## src/rtl/dbg_cs_pkg.sv

```systemverilog
package dbg_cs_pkg;

    localparam int CTL_ERASE    = 0;
    localparam int CTL_DBGDIS   = 1;
    localparam int CTL_HALT     = 2;
    localparam int CTL_SYSRST   = 3;
    localparam int CTL_COREHOLD = 4;
    localparam int CTL_NBITS    = 5;

    localparam int ST_FLASHRDY  = 1;
    localparam int ST_SECURE    = 2;
    localparam int ST_RUNNING   = 3;
    localparam int ST_HALTED    = 16;
    localparam int ST_DEEP      = 17;
    localparam int ST_SLEEP     = 18;
    localparam int ST_TOPBIT    = 18;

    // bits that accept writes while secured
    localparam logic [CTL_NBITS-1:0] CTL_SECURE_OK =
        (CTL_NBITS'(1) << CTL_ERASE) | (CTL_NBITS'(1) << CTL_SYSRST);

    typedef struct packed {
        logic core_hold;
        logic sys_rst;
        logic halt;
        logic dbg_dis;
        logic erase;
    } ctl_bits_t;

endpackage

```

## src/rtl/dbg_cs_ctl.sv

```systemverilog
module dbg_cs_ctl
    import dbg_cs_pkg::*;
#(
    parameter int DATA_W = 32
) (
    input  logic              clk,
    input  logic              rst_n,
    input  logic              wr_en,
    input  logic [DATA_W-1:0] wdata,
    input  logic              secured,
    input  logic              erase_done,
    output ctl_bits_t         ctl_o
);

    typedef struct packed {
        ctl_bits_t ctl;
    } state_t;

    state_t s_d, s_q;
    logic [CTL_NBITS-1:0] cur, wmask, nxt;

    always_comb begin
        s_d   = s_q;
        cur   = s_q.ctl;
        wmask = secured ? CTL_SECURE_OK : '1;
        nxt   = cur;
        if (wr_en) begin
            for (int b = 0; b < CTL_NBITS; b++) begin
                if (b != CTL_ERASE && wmask[b]) begin
                    nxt[b] = wdata[b];
                end
            end
            // erase bit: software can only start it
            if (wmask[CTL_ERASE] && wdata[CTL_ERASE] && !cur[CTL_ERASE]) begin
                nxt[CTL_ERASE] = 1'b1;
            end
        end
        if (cur[CTL_ERASE] && erase_done) begin
            nxt[CTL_ERASE] = 1'b0;
        end
        s_d.ctl = nxt;
    end

    always_ff @(posedge clk or negedge rst_n) begin
        if (!rst_n) begin
            s_q <= '0;
        end else begin
            s_q <= s_d;
        end
    end

    assign ctl_o = s_q.ctl;

endmodule

```

## src/rtl/dbg_cs_stat.sv

```systemverilog
module dbg_cs_stat
    import dbg_cs_pkg::*;
#(
    parameter int DATA_W = 32
) (
    input  logic              flash_ready,
    input  logic              secure,
    input  logic              sys_in_reset,
    input  logic              halted,
    input  logic              deepsleep,
    input  logic              sleeping,
    output logic [DATA_W-1:0] word_o
);

    localparam int USED_W = ST_TOPBIT + 1;

    logic [USED_W-1:0] used;

    always_comb begin
        used              = '0;
        used[ST_FLASHRDY] = flash_ready;
        used[ST_SECURE]   = flash_ready & secure;
        used[ST_RUNNING]  = ~sys_in_reset;
        used[ST_HALTED]   = halted;
        used[ST_DEEP]     = deepsleep;
        used[ST_SLEEP]    = sleeping;
    end

    generate
        if (DATA_W > USED_W) begin : g_pad
            assign word_o = {{(DATA_W-USED_W){1'b0}}, used};
        end else begin : g_trim
            assign word_o = used[DATA_W-1:0];
        end
    endgenerate

endmodule

```

## src/rtl/dbg_cs_rdport.sv

```systemverilog
module dbg_cs_rdport #(
    parameter int DATA_W = 32
) (
    input  logic              clk,
    input  logic              rst_n,
    input  logic              rd_en,
    input  logic [DATA_W-1:0] rd_word,
    output logic              rd_valid_o,
    output logic [DATA_W-1:0] rd_data_o
);

    typedef struct packed {
        logic              vld;
        logic [DATA_W-1:0] data;
    } state_t;

    state_t s_d, s_q;

    always_comb begin
        s_d     = s_q;
        s_d.vld = rd_en;
        if (rd_en) begin
            s_d.data = rd_word;
        end
    end

    always_ff @(posedge clk or negedge rst_n) begin
        if (!rst_n) begin
            s_q <= '0;
        end else begin
            s_q <= s_d;
        end
    end

    assign rd_valid_o = s_q.vld;
    assign rd_data_o  = s_q.data;

endmodule

```

## src/rtl/dbg_ctlstat.sv

```systemverilog
module dbg_ctlstat
    import dbg_cs_pkg::*;
#(
    parameter int DATA_W    = 32,
    parameter int ADDR_W    = 4,
    parameter int STAT_ADDR = 0,
    parameter int CTL_ADDR  = 1
) (
    input  logic              clk,
    input  logic              rst_n,
    input  logic              acc_valid_i,
    input  logic              acc_write_i,
    input  logic [ADDR_W-1:0] acc_addr_i,
    input  logic [DATA_W-1:0] acc_wdata_i,
    output logic              rd_valid_o,
    output logic [DATA_W-1:0] rd_data_o,
    input  logic              flash_ready_i,
    input  logic              secure_i,
    input  logic              erase_done_i,
    input  logic              sys_in_reset_i,
    input  logic              core_dbgen_i,
    input  logic              core_halted_i,
    input  logic              core_deepsleep_i,
    input  logic              core_sleep_i,
    output logic              erase_req_o,
    output logic              dbg_enable_o,
    output logic              halt_req_o,
    output logic              wake_req_o,
    output logic              sys_rst_req_o,
    output logic              core_in_reset_o
);

    localparam logic [ADDR_W-1:0] A_STAT = ADDR_W'(STAT_ADDR);
    localparam logic [ADDR_W-1:0] A_CTL  = ADDR_W'(CTL_ADDR);

    logic              hit_ctl, hit_stat, secured, wr_ctl, rd_any;
    ctl_bits_t         ctl_q;
    logic [DATA_W-1:0] stat_word, ctl_word, rd_word;

    assign hit_ctl  = acc_valid_i && (acc_addr_i == A_CTL);
    assign hit_stat = acc_valid_i && (acc_addr_i == A_STAT);
    assign secured  = secure_i & flash_ready_i;
    assign wr_ctl   = hit_ctl && acc_write_i;
    assign rd_any   = (hit_ctl || hit_stat) && !acc_write_i;

    dbg_cs_ctl #(.DATA_W(DATA_W)) u_ctl (
        .clk        (clk),
        .rst_n      (rst_n),
        .wr_en      (wr_ctl),
        .wdata      (acc_wdata_i),
        .secured    (secured),
        .erase_done (erase_done_i),
        .ctl_o      (ctl_q)
    );

    dbg_cs_stat #(.DATA_W(DATA_W)) u_stat (
        .flash_ready  (flash_ready_i),
        .secure       (secure_i),
        .sys_in_reset (sys_in_reset_i),
        .halted       (core_halted_i),
        .deepsleep    (core_deepsleep_i),
        .sleeping     (core_sleep_i),
        .word_o       (stat_word)
    );

    assign ctl_word = {{(DATA_W-CTL_NBITS){1'b0}}, ctl_q};
    assign rd_word  = hit_ctl ? ctl_word : stat_word;

    dbg_cs_rdport #(.DATA_W(DATA_W)) u_rd (
        .clk        (clk),
        .rst_n      (rst_n),
        .rd_en      (rd_any),
        .rd_word    (rd_word),
        .rd_valid_o (rd_valid_o),
        .rd_data_o  (rd_data_o)
    );

    assign erase_req_o     = ctl_q.erase;
    assign dbg_enable_o    = core_dbgen_i & ~ctl_q.dbg_dis;
    assign halt_req_o      = ctl_q.halt;
    assign wake_req_o      = ctl_q.halt & (core_sleep_i | core_deepsleep_i);
    assign sys_rst_req_o   = ctl_q.sys_rst;
    assign core_in_reset_o = sys_in_reset_i | ctl_q.core_hold;

endmodule

```

## config.mk

```make
export PLATFORM = sky130hd
export DESIGN_NAME = dbg_ctlstat
export DESIGN_NICKNAME = d
export VERILOG_FILES = /design/src/rtl/dbg_cs_pkg.sv /design/src/rtl/dbg_cs_ctl.sv /design/src/rtl/dbg_cs_stat.sv /design/src/rtl/dbg_cs_rdport.sv /design/src/rtl/dbg_ctlstat.sv
export SDC_FILE = /design/constraint.sdc
export NUM_CORES = 1
export LEC_CHECK = 0
export ABC_AREA = 1
export BUFFER_PORTS_ARGS = -buffer_cell sky130_fd_sc_hd__buf_2
export CORE_UTILIZATION = 33
export CTS_BUF_LIST = sky130_fd_sc_hd__clkbuf_16
export DETAILED_ROUTE_END_ITERATION = 16
export GPL_TIMING_DRIVEN = 1
export HOLD_SLACK_MARGIN = 0.15
export PLACE_DENSITY = 0.8
export SLEW_MARGIN = 20
export SYNTH_ARGS = -nofsm -noshare
export SYNTH_HDL_FRONTEND = slang
export SYNTH_SLANG_ARGS = --single-unit
```

## constraint.sdc

```tcl
create_clock -name clk -period 1.6 [get_ports clk]
set_input_delay 0.32 -clock clk [delete_from_list [all_inputs] [get_ports clk]]
set_output_delay 0.32 -clock clk [all_outputs]
set_load 0.1 [all_outputs]
```

==> results.md, run 1 <==
- Sw Share: 0.513
- Critical path type: flop to output pin
- Num Clock Sinks: 14
- Worst path max stage delay: 0.40 ns
- Antenna diodes: 0
- Cell Area, Synth: 893 µm²
- Syn Inst Count: 109
- Area fraction of the dominant cell type after synthesis: 0.392
- Setup WS pre-CTS: 0.288 ns
- Initial antenna violation count: 0
- Worst skew pair latency: 0.24 ns
- Critical-path cell list: or2_2 > buf_2
- Crit-path max FO: 3
- CTS tree: yes
- Status: finished, final reports clean
- RSZ-0062 raised after global routing: no
- Top cell type by total area after synthesis: dfrtp_1
- Final WL: 1.75 mm
- Largest net degree at the start of global routing: 15
- CTS H-tree lvls: 1
- Worst hold path type: input port to flop
- Crit path DAT: 1.22 ns
- Dpl cells: 173
- Die X-Extent: 54.0 µm
- GR Overflow Total: 0
- Synth unique cells: 17
- Max-cap viol count: 0
- Clock group share of total power: 0.276
- FMAX: 651 MHz
- Fin worst setup slack: 0.0649 ns
- Pins Over Slew Limit: 0
- Core area: 0.00252 mm²
- Sequential share of power: 0.255
- Vias in the first global route: 659
- Layout cells sized above 1: 0.358
- CTS max path bufs: 2
- GRT Total Usage: 0.141
- Die area: 0.00292 mm²
- Root buffer cell: clkbuf_16
- First-pass GRT wire length: 2.88 mm
- Slowest-stage cell, CP: dfrtp_1
- Clock skew: 0.00360 ns
- Fin crit period: 1.54 ns
- Combinational power share: 0.469
- Setup Buffers After CTS: 0
- IO Pins: 87
- Pleak: 0.698 nW
- Sequential share of the synthesized area: 0.392
- Setup TNS: 0 ns
- CP required: 1.28 ns
- Sw power: 0.000874 W
- Largest cells by area after synthesis: dfrtp_1 39%, buf_4 20%, nand2_1 14%, nand3_1 4.5%, nor2_1 3.4%
- Row count: 18
- Clk slew on worst S/H paths: 0.05 ns
- Drt wl/cell: 9.84 µm
- Die height: 54.0 µm
- Pint: 0.000830 W
- Routed vias/inst: 4.17
- Final setup viols: 0
- Layout Cells excl Fill: 178
- Via count of the routed design: 743
- CP startpoint kind: flop
- Drt drc: 0
- Dpl hpwl: 1.40 mm
- Initial drt markers: 9
- Synthesis Warnings: 0
- CTS Buf Count: 3
- Period utilization: 0.959
- Flops & latches, synth: 14
- Critical path capture point type: output pin
- P per Cell Area: 1510 mW/mm²
- Number of hold violations in the final report: 0
- Layout area overhead: 26.2%
- IO Port Bufs: 35
- Maximum vdd drop: 724 µV
- DRT antenna net count: 0
- DRT Pass-1 Iters: 4
- Routability cong.: 0.736
- Layout Nets: 197
- Initial Util: 0.354
- Avg Cell Area, Syn: 8.20 µm²
cell families (layout without fill, tap and decap cells):
logic type	after synthesis	after routing	synth area share
buf+inv	32	48	0.235
compound gates	1	1	0.0126
simple gates	61	61	0.356
other cells	1	24	0.00420
flops	14	14	0.392
cell usage in the layout, fill, tap and decap left out, drive strengths merged:
cell / instances
inv: 9
conb: 24
buf: 35
or2: 1
nand3: 10
nand2: 36
nand4: 3
clkbuf: 3
nor2: 11
o21bai: 1
dfrtp: 14
dlygate4sd3: 1
area by class of cell:
| type | count | area (µm²) |
|---|---|---|
| multi-input combinational | 86 | 429 |
| inverter | 8 | 30.0 |
| timing repair buffer | 36 | 200 |
| clock inverter | 1 | 3.75 |
| tap | 30 | 37.5 |
| fill | 254 | 1400 |
| sequential | 14 | 352 |
| clock buffer | 3 | 75.1 |
per-layer routing:
metal / up-vias / wire (µm) / part of all wire / GRT usage
met5: - / 0 / 0 / 0
met4: 0 / 18 / 0.010 / 0.0385
met3: 5 / 145 / 0.083 / 0.0621
met2: 37 / 888 / 0.51 / 0.243
met1: 332 / 699 / 0.40 / 0.156
li1: 369 / - / - / -
registers in the layout, indices dropped and copies added, names as in the netlist:
signal	cells
u_rd.rd_data_o	8
u_ctl.ctl_o	5
u_rd.rd_valid_o	1
path summary, 6_finish.rpt:
| path | startpoint | end | cells after the start | slack (ns) |
|---|---|---|---|---|
| min in group asynchronous | rst_n | u_ctl.ctl_o[0]$_DFFE_PN0P_ | 2 | 0.50 |
| max reg2reg | u_ctl.ctl_o[3]$_DFFE_PN0P_ | u_rd.rd_data_o[3]$_DFFE_PN0P_ | 4 | 0.77 |
| max | u_ctl.ctl_o[4]$_DFFE_PN0P_ | core_in_reset_o | 2 | 0.06 |
| min | core_halted_i | u_rd.rd_data_o[16]$_DFFE_PN0P_ | 3 | 0.31 |
| max in group asynchronous | rst_n | u_ctl.ctl_o[2]$_DFFE_PN0P_ | 2 | 0.84 |
| min reg2reg | u_rd.rd_data_o[1]$_DFFE_PN0P_ | u_rd.rd_data_o[1]$_DFFE_PN0P_ | 2 | 0.48 |
synthesized netlist by cell type, drive strengths merged:
library cell  count
nand2            36
buf              24
dfrtp            14
nor2             11
nand3            10
inv               8
nand4             3
conb              1
o21bai            1
or2               1
through the flow:
stage               area [µm²]  power, W  hold slack, ns  utilization
floorplan                  991   0.00116          0.0244            -
global placement          1040   0.00123           0.230        0.412
detailed placement        1040   0.00124           0.237        0.412
CTS                       1130   0.00172           0.315        0.447
global route              1130   0.00177           0.324        0.447
finish                    1130   0.00170           0.314        0.447
timing repair:
| action | 4_1_cts | 5_1_grt |
|---|---|---|
| endpoints found under the setup margin | 0 | 0 |
| endpoints found under the hold margin | 14 | 0 |
| gates resized for setup | 0 | 0 |
| hold buffers | 1 | 0 |
critical path, delay by kind of cell, from the launching register on:
family                 cells  cell delay, ns
buffers and inverters      1            0.29
AND/OR/NAND/NOR            1            0.27
flip-flops                 1            0.40
power by group through the flow:
stage | combinational [W] | clock, W | sequential, W
2_1_floorplan | 0.000442 | 0 | 0.000720
3_3_place_gp | 0.000791 | 0 | 0.000440
3_5_place_dp | 0.000799 | 0 | 0.000440
4_1_cts | 0.000802 | 0.000480 | 0.000435
5_1_grt | 0.000830 | 0.000500 | 0.000440
6_report | 0.000799 | 0.000470 | 0.000436
No activity file was read; power rests on OpenSTA's default activity.
==> run 2, diff against run 1 <==
- ABC_AREA: 1 -> 0
- PLACE_DENSITY: 0.8 -> 0.82
==> run 2 against run 1 <==
  * Total power grew 0.16%
  * Clock skew shrank 0.0034 ns
  * Sequential power is essentially flat
  * Combinational power grew 2%
  * Wire length shrank 14%
  * Cell count shrank 17%
  * Clock power shrank 4%
  * Count of clock-buffer cells in the layout is the same
  * Non-clock buffer count grew 3
  * Utilization grew 1.7 points
  * Register-to-register slack lost 0.21 ns
==> results.md, run 2 <==
- Synthesis Warnings: 0 (unchanged)
- Layout area overhead: 28.7%
- Period utilization: 0.959 (about the same)
- Slowest-stage cell, CP: dfrtp_1
- Fin crit period: 1.53 ns (-0.000487 ns)
- Layout cells sized above 1: 0.462 (+0.104)
- Sw Share: 0.501 (-0.0124)
- Dpl hpwl: 1.25 mm (-11%)
- Die X-Extent: 52.1 µm (-3.6%)
- Final WL: 1.51 mm (-14%)
- Avg Cell Area, Syn: 10.1 µm² (+23%)
- Critical path capture point type: output pin
- Number of hold violations in the final report: 0 (unchanged)
- Commonest non-fill, non-tap cell in the layout: buf_2
- GRT Total Usage: 0.132 (-0.00846)
- GR Overflow Total: 0 (unchanged)
- Sequential share of the synthesized area: 0.423 (+0.0308)
- CP delay by family, top: flip-flops
- Crit-path max FO: 3 (unchanged)
- RSZ-0062 raised after global routing: no
- Pint: 0.000853 W (+2.7%)
- Clock skew: 0.000209 ns (-0.00339 ns)
- Commonest cells post-synth: 24 x buf_4, 14 x dfrtp_1, 8 x mux2_2
- Clk slew on worst S/H paths: 0.04 ns (about the same)
- Initial antenna violation count: 0 (unchanged)
- Core area: 0.00230 mm² (-8.9%)
- Status: finished, final reports clean
- Critical path type: flop to output pin
- Initial Util: 0.361 (+0.00640)
- Root buffer cell: clkbuf_16
- Maximum vdd drop: 1270 µV (+76%)
- Crit path DAT: 1.21 ns (about the same)
- DRT Pass-1 Iters: 5 (+1)
- Largest cells by area after synthesis: dfrtp_1 42%, buf_4 22%, mux2_2 11%, o21ai_0 4.2%, o41ai_1 4.2%
- First-pass GRT wire length: 2.51 mm (-13%)
- CP startpoint kind: flop
- Dpl cells: 143 (-17%)
- Worst hold path type: input port to flop
- Critical-path cell list: or2_2 > buf_2
- Buf/Inv on CP: 1 (unchanged)
- DRT antenna net count: 0 (unchanged)
- Sequential share of power: 0.256 (about the same)
- Flops & latches, synth: 14 (unchanged)
- Drt wl/cell: 10.3 µm (+4.4%)
- Top cell type by total area after synthesis: dfrtp_1
- Row count: 17 (-1)
- IO Port Bufs: 35 (unchanged)
- Setup WS pre-CTS: -0.185 ns (-0.472 ns)
- Setup TNS: 0 ns (unchanged)
- Total power: 0.00171 W (+0.16%)
- Fill cell count: 215 (-15%)
- Top_reg_cell synth: dfrtp_1
- CTS H-tree lvls: 1 (unchanged)
- CTS max path bufs: 2 (unchanged)
- Clock group share of total power: 0.265 (-0.011)
- FMAX: 652 MHz (about the same)
- Routed vias/inst: 4.41 (+5.8%)
- Hold Buf Count CTS: 1 (unchanged)
- Layout Nets: 169 (-14%)
- Worst path max stage delay: 0.40 ns (about the same)
- Most frequent cells in the layout: 34 x buf_2, 24 x conb_1, 14 x dfrtp_1, 7 x o21ai_0
- CP required: 1.28 ns (about the same)
- Num Clock Sinks: 14 (unchanged)
- Setup Buffers After CTS: 0 (unchanged)
- Via count of the routed design: 649 (-13%)
- Largest net degree at the start of global routing: 15 (unchanged)
- Sw power: 0.000855 W (-2.3%)
- Worst skew pair latency: 0.24 ns (about the same)
- EDFF count, synth: 0 (unchanged)
- Max-cap viol count: 0 (unchanged)
- Post-CTS resize count: 0 (unchanged)
- IO Pins: 87 (unchanged)
- Fin worst setup slack: 0.0654 ns (+0.000487 ns)
- Combinational power share: 0.479 (+0.010)
- Syn Inst Count: 82 (-25%)
- CTS tree: yes
- Routability cong.: 0.729 (-0.95%)
- CTS Buf Count: 3 (unchanged)
- P per Cell Area: 1600 mW/mm² (+5.9%)
- Synth unique cells: 19 (+2)
- Cell Area, Synth: 828 µm² (-7.3%)
- Final setup viols: 0 (unchanged)
- Initial drt markers: 9 (unchanged)
- Most frequent cell after synthesis: buf_4
- Pins Over Slew Limit: 0 (unchanged)
- Pleak: 0.587 nW (-16%)
- Layout Cells excl Fill: 147 (-17%)
- Area fraction of the dominant cell type after synthesis: 0.423 (+0.0308)
- Vias in the first global route: 578 (-12%)
- Antenna diodes: 0 (unchanged)
- Die area: 0.00271 mm² (-7.0%)
- Drt drc: 0 (unchanged)
- Max reg flops: 8 (unchanged)
- Async SR Flop Fraction: 1.00 (unchanged)
- Die height: 52.1 µm (-3.6%)
[run 2: cell families (layout without fill, tap and decap cells)]
family                 count (synthesis)  count (layout)  share of synthesized area
AO/OA/AOI/OAI                         14              14                      0.112
flip-flops                            14              14                      0.423
multiplexers                           8               8                      0.109
buffers and inverters                 32              46                      0.255
AND/OR/NAND/NOR                       13              13                     0.0967
other                                  1              24                    0.00453
[run 2: per-stage QoR]
step,hold slack [ns],utilization,cell area (µm²)
final,0.315,0.464,1070
after global routing,0.311,0.464,1070
after CTS,0.314,0.464,1070
after detailed placement,0.235,0.427,981
after global placement,0.225,0.427,981
after floorplan,0.0244,-,936
[run 2: power groups by stage]
stage,Clock [W],Sequential [W],Combinational (W)
CTS,0.000456,0.000439,0.000821
detailed placement,0,0.000443,0.000818
finish,0.000453,0.000437,0.000818
floorplan,0,0.000735,0.000450
global route,0.000481,0.000445,0.000844
global placement,0,0.000439,0.000811
[run 2: final cells by class]
type                    count  area, µm²  share of cell area
well taps                  28       35.0              0.0329
inverters                   4       15.0              0.0141
flip-flops and latches     14        350               0.329
multi-input cells          59        368               0.345
clock buffers               3       75.1              0.0704
repair buffers             39        223               0.209
[run 2: final timing paths]
kind	start	end	slack, ns	cells past startpoint
max	u_ctl.ctl_o[4]$_DFFE_PN0P_	core_in_reset_o	0.07	2
min	acc_wdata_i[1]	u_ctl.ctl_o[1]$_DFFE_PN0P_	0.31	2
max reg2reg	u_ctl.ctl_o[1]$_DFFE_PN0P_	u_rd.rd_data_o[1]$_DFFE_PN0P_	0.56	2
min reg2reg	u_rd.rd_data_o[4]$_DFFE_PN0P_	u_rd.rd_data_o[4]$_DFFE_PN0P_	0.50	2
max in group asynchronous	rst_n	u_rd.rd_data_o[4]$_DFFE_PN0P_	0.85	2
min in group asynchronous	rst_n	u_rd.rd_data_o[3]$_DFFE_PN0P_	0.51	2
[run 2: layer usage]
layer / vias to the layer above / track usage / share of wire
met2: 55 / 0.214 / 0.46
met3: 4 / 0.0380 / 0.10
li1: 301 / - / -
met1: 289 / 0.153 / 0.42
met4: 0 / 0.0811 / 0.021
met5: - / 0 / 0
==> run 3, diff against run 2 <==
- clock period: 1.6 -> 1.75 ns (I/O delays scaled with it)
==> run 3 against run 2 <==
  * Via count is 0.62% lower
  * Clock skew is 0.0020 ns higher
  * Sequential share of layout area is 1.1 points higher
  * Cell count is 0.68% lower
  * Critical endpoint is now u_ctl.ctl_o[2]$_DFFE_PN0P_
  * Largest power group unchanged
  * Largest cell class unchanged
==> results.md, run 3 (synthesis gave the netlist of run 2 again) <==
- Initial antenna violation count: 0 (unchanged)
- Initial drt markers: 6 (-3)
- Sw power: 0.000776 W (-9.2%)
- CP required: 1.87 ns (+0.59 ns)
- Row count: 17 (unchanged)
- Worst hold path type: input port to flop
- Drt drc: 0 (unchanged)
- Maximum vdd drop: 757 µV (-41%)
- R2R Setup Slk: 0.70 ns (+0.14 ns)
- Min-delay src: acc_wdata_i[3]
- Sw Share: 0.505 (+0.00419)
- Clock group share of total power: 0.268 (+0.003)
- Routed vias/inst: 4.42 (about the same)
- Max reg flops: 8 (unchanged)
- CTS max path bufs: 2 (unchanged)
- FF-to-FF Start: u_ctl.ctl_o[1]$_DFFE_PN0P_
- Vias in the first global route: 586 (+1.4%)
- DRT Pass-1 Iters: 3 (-2)
- Setup WS pre-CTS: -0.115 ns (+0.0696 ns)
- First-pass GRT wire length: 2.47 mm (-1.6%)
- Post-DP Area: 947 µm² (-3.4%)
- CTS H-tree lvls: 1 (unchanged)
- Combinational power share: 0.473 (-0.006)
- Clk slew on worst S/H paths: 0.04 ns (about the same)
- Core area: 0.00230 mm² (unchanged)
- Pleak: 0.573 nW (-2.2%)
- Die height: 52.1 µm (unchanged)
- FF+latch area: 350 µm² (unchanged)
- Worst skew pair latency: 0.24 ns (about the same)
- Pins Over Slew Limit: 0 (unchanged)
- GR Overflow Total: 0 (unchanged)
- CP startpoint kind: input port
- Critical path capture point type: flop
- CTS Buf Count: 3 (unchanged)
- RSZ-0062 raised after global routing: no
- Antenna diodes: 0 (unchanged)
- Crit-path max FO: 4 (+1)
- Drt wl/cell: 10.4 µm (+1.3%)
- Fin worst setup slack: 0.126 ns (+0.0609 ns)
- Status: finished, final reports clean
- Sequential share of power: 0.259 (+0.003)
- Die X-Extent: 52.1 µm (unchanged)
- Hold endpoint: u_ctl.ctl_o[3]$_DFFE_PN0P_
- Critical path type: input port to flop
- GRT Total Usage: 0.127 (-0.00500)
- Reg-to-Reg End: u_rd.rd_data_o[1]$_DFFE_PN0P_
- IO Port Bufs: 35 (unchanged)
- Num Clock Sinks: 14 (unchanged)
- Root buffer cell: clkbuf_16
- Post-CTS resize count: 0 (unchanged)
- CTS tree: yes
- FMAX: 616 MHz
- Crit path DAT: 1.75 ns (+0.54 ns)
- P per Cell Area: 1490 mW/mm² (-7.0%)
- Setup Buffers After CTS: 0 (unchanged)
- Max-cap viol count: 0 (unchanged)
- Fill cell count: 231 (+7.4%)
- Multi-input gate area: 357 µm² (-3.1%)
- Period utilization: 0.928
- Layout area overhead: 24.6%
- DRT antenna net count: 0 (unchanged)
- Layout cells sized above 1: 0.449 (-0.0130)
- Dpl hpwl: 1.21 mm (-3.4%)
- Final setup viols: 0 (unchanged)
- Final WL: 1.52 mm (+0.60%)
- Clock skew: 0.00218 ns (+0.00197 ns)
- Commonest non-fill, non-tap cell in the layout: buf_2
- IO Pins: 87 (unchanged)
- Initial Util: 0.361 (unchanged)
- Hold depth: 2 (unchanged)
- Hold Buf Count CTS: 1 (unchanged)
- Largest net degree at the start of global routing: 15 (unchanged)
- Setup TNS: 0 ns (unchanged)
- Number of hold violations in the final report: 0 (unchanged)
- Routability cong.: 0.704 (-3.4%)
- Pint: 0.000761 W (-11%)
- Via count of the routed design: 645 (-0.62%)
- Fin crit period: 1.62 ns
- Layout Nets: 168 (-0.59%)
- R2R cell count: 2 (unchanged)
- Die area: 0.00271 mm² (unchanged)
- Most frequent cells in the layout: 35 x buf_2, 24 x conb_1, 14 x dfrtp_1, 8 x mux2_2, 7 x o21ai_0
- Non-Filler Cell Area, Final: 0.00103 mm² (-3.2%)
## run 3: cell count changes in the layout (fill, tap and decap cells not counted)
cell and change:
buf_12 -1, mux2_2 +2, or4b_1 +1, or4b_4 -1, mux2_4 -2, buf_4 -1, buf_2 +1
## run 3: metal layers
metal  vias to the layer above  GRT usage  wire length (µm)
li1                        298          -                 -
met3                         3     0.0322               153
met1                       296      0.129               553
met2                        48      0.235               788
met5                         -          0                 0
met4                         0     0.0676                24
## run 3: final cells by class
cell class                 count  share of cell area
timing repair buffer          38               0.194
clock buffer                   3              0.0727
sequential                    14               0.339
inverter                       4              0.0145
tap                           28              0.0339
multi-input combinational     59               0.345
## run 3: worst max-delay path by stage
stage	cells past startpoint	to	startpoint	slack (ns)
5_1_grt	4	u_ctl.ctl_o[2]$_DFFE_PN0P_	acc_addr_i[1]	0.09
2_1_floorplan	1	wake_req_o	u_ctl.ctl_o[2]$_DFFE_PN0P_	-0.13
3_3_place_gp	4	u_ctl.ctl_o[4]$_DFFE_PN0P_	acc_addr_i[1]	-0.10
6_report	4	u_ctl.ctl_o[2]$_DFFE_PN0P_	acc_addr_i[1]	0.13
3_5_place_dp	4	u_ctl.ctl_o[2]$_DFFE_PN0P_	acc_addr_i[1]	-0.12
4_1_cts	4	u_ctl.ctl_o[2]$_DFFE_PN0P_	acc_addr_i[1]	0.13
## run 3: worst max-delay path, cell delays in order
cell     delay [ns]
buf_2          0.10
or4b_1         0.63
nor3b_4        0.30
mux2_2         0.37
## run 3: power by group through the flow
stage,Combinational (W),Sequential (W),Clock [W]
3_3_place_gp,0.000719,0.000400,0
2_1_floorplan,0.000406,0.000672,0
6_report,0.000727,0.000398,0.000412
5_1_grt,0.000750,0.000406,0.000443
3_5_place_dp,0.000726,0.000403,0
4_1_cts,0.000728,0.000399,0.000426
## run 3: stage by stage
step	utilization	total power [W]	hold slack (ns)	cells
5_1_grt	0.449	0.00160	0.344	146
3_3_place_gp	0.412	0.00112	0.257	142
3_5_place_dp	0.412	0.00113	0.260	142
6_report	0.449	0.00154	0.340	146
4_1_cts	0.449	0.00155	0.337	146
2_1_floorplan	-	0.00108	0.0544	105
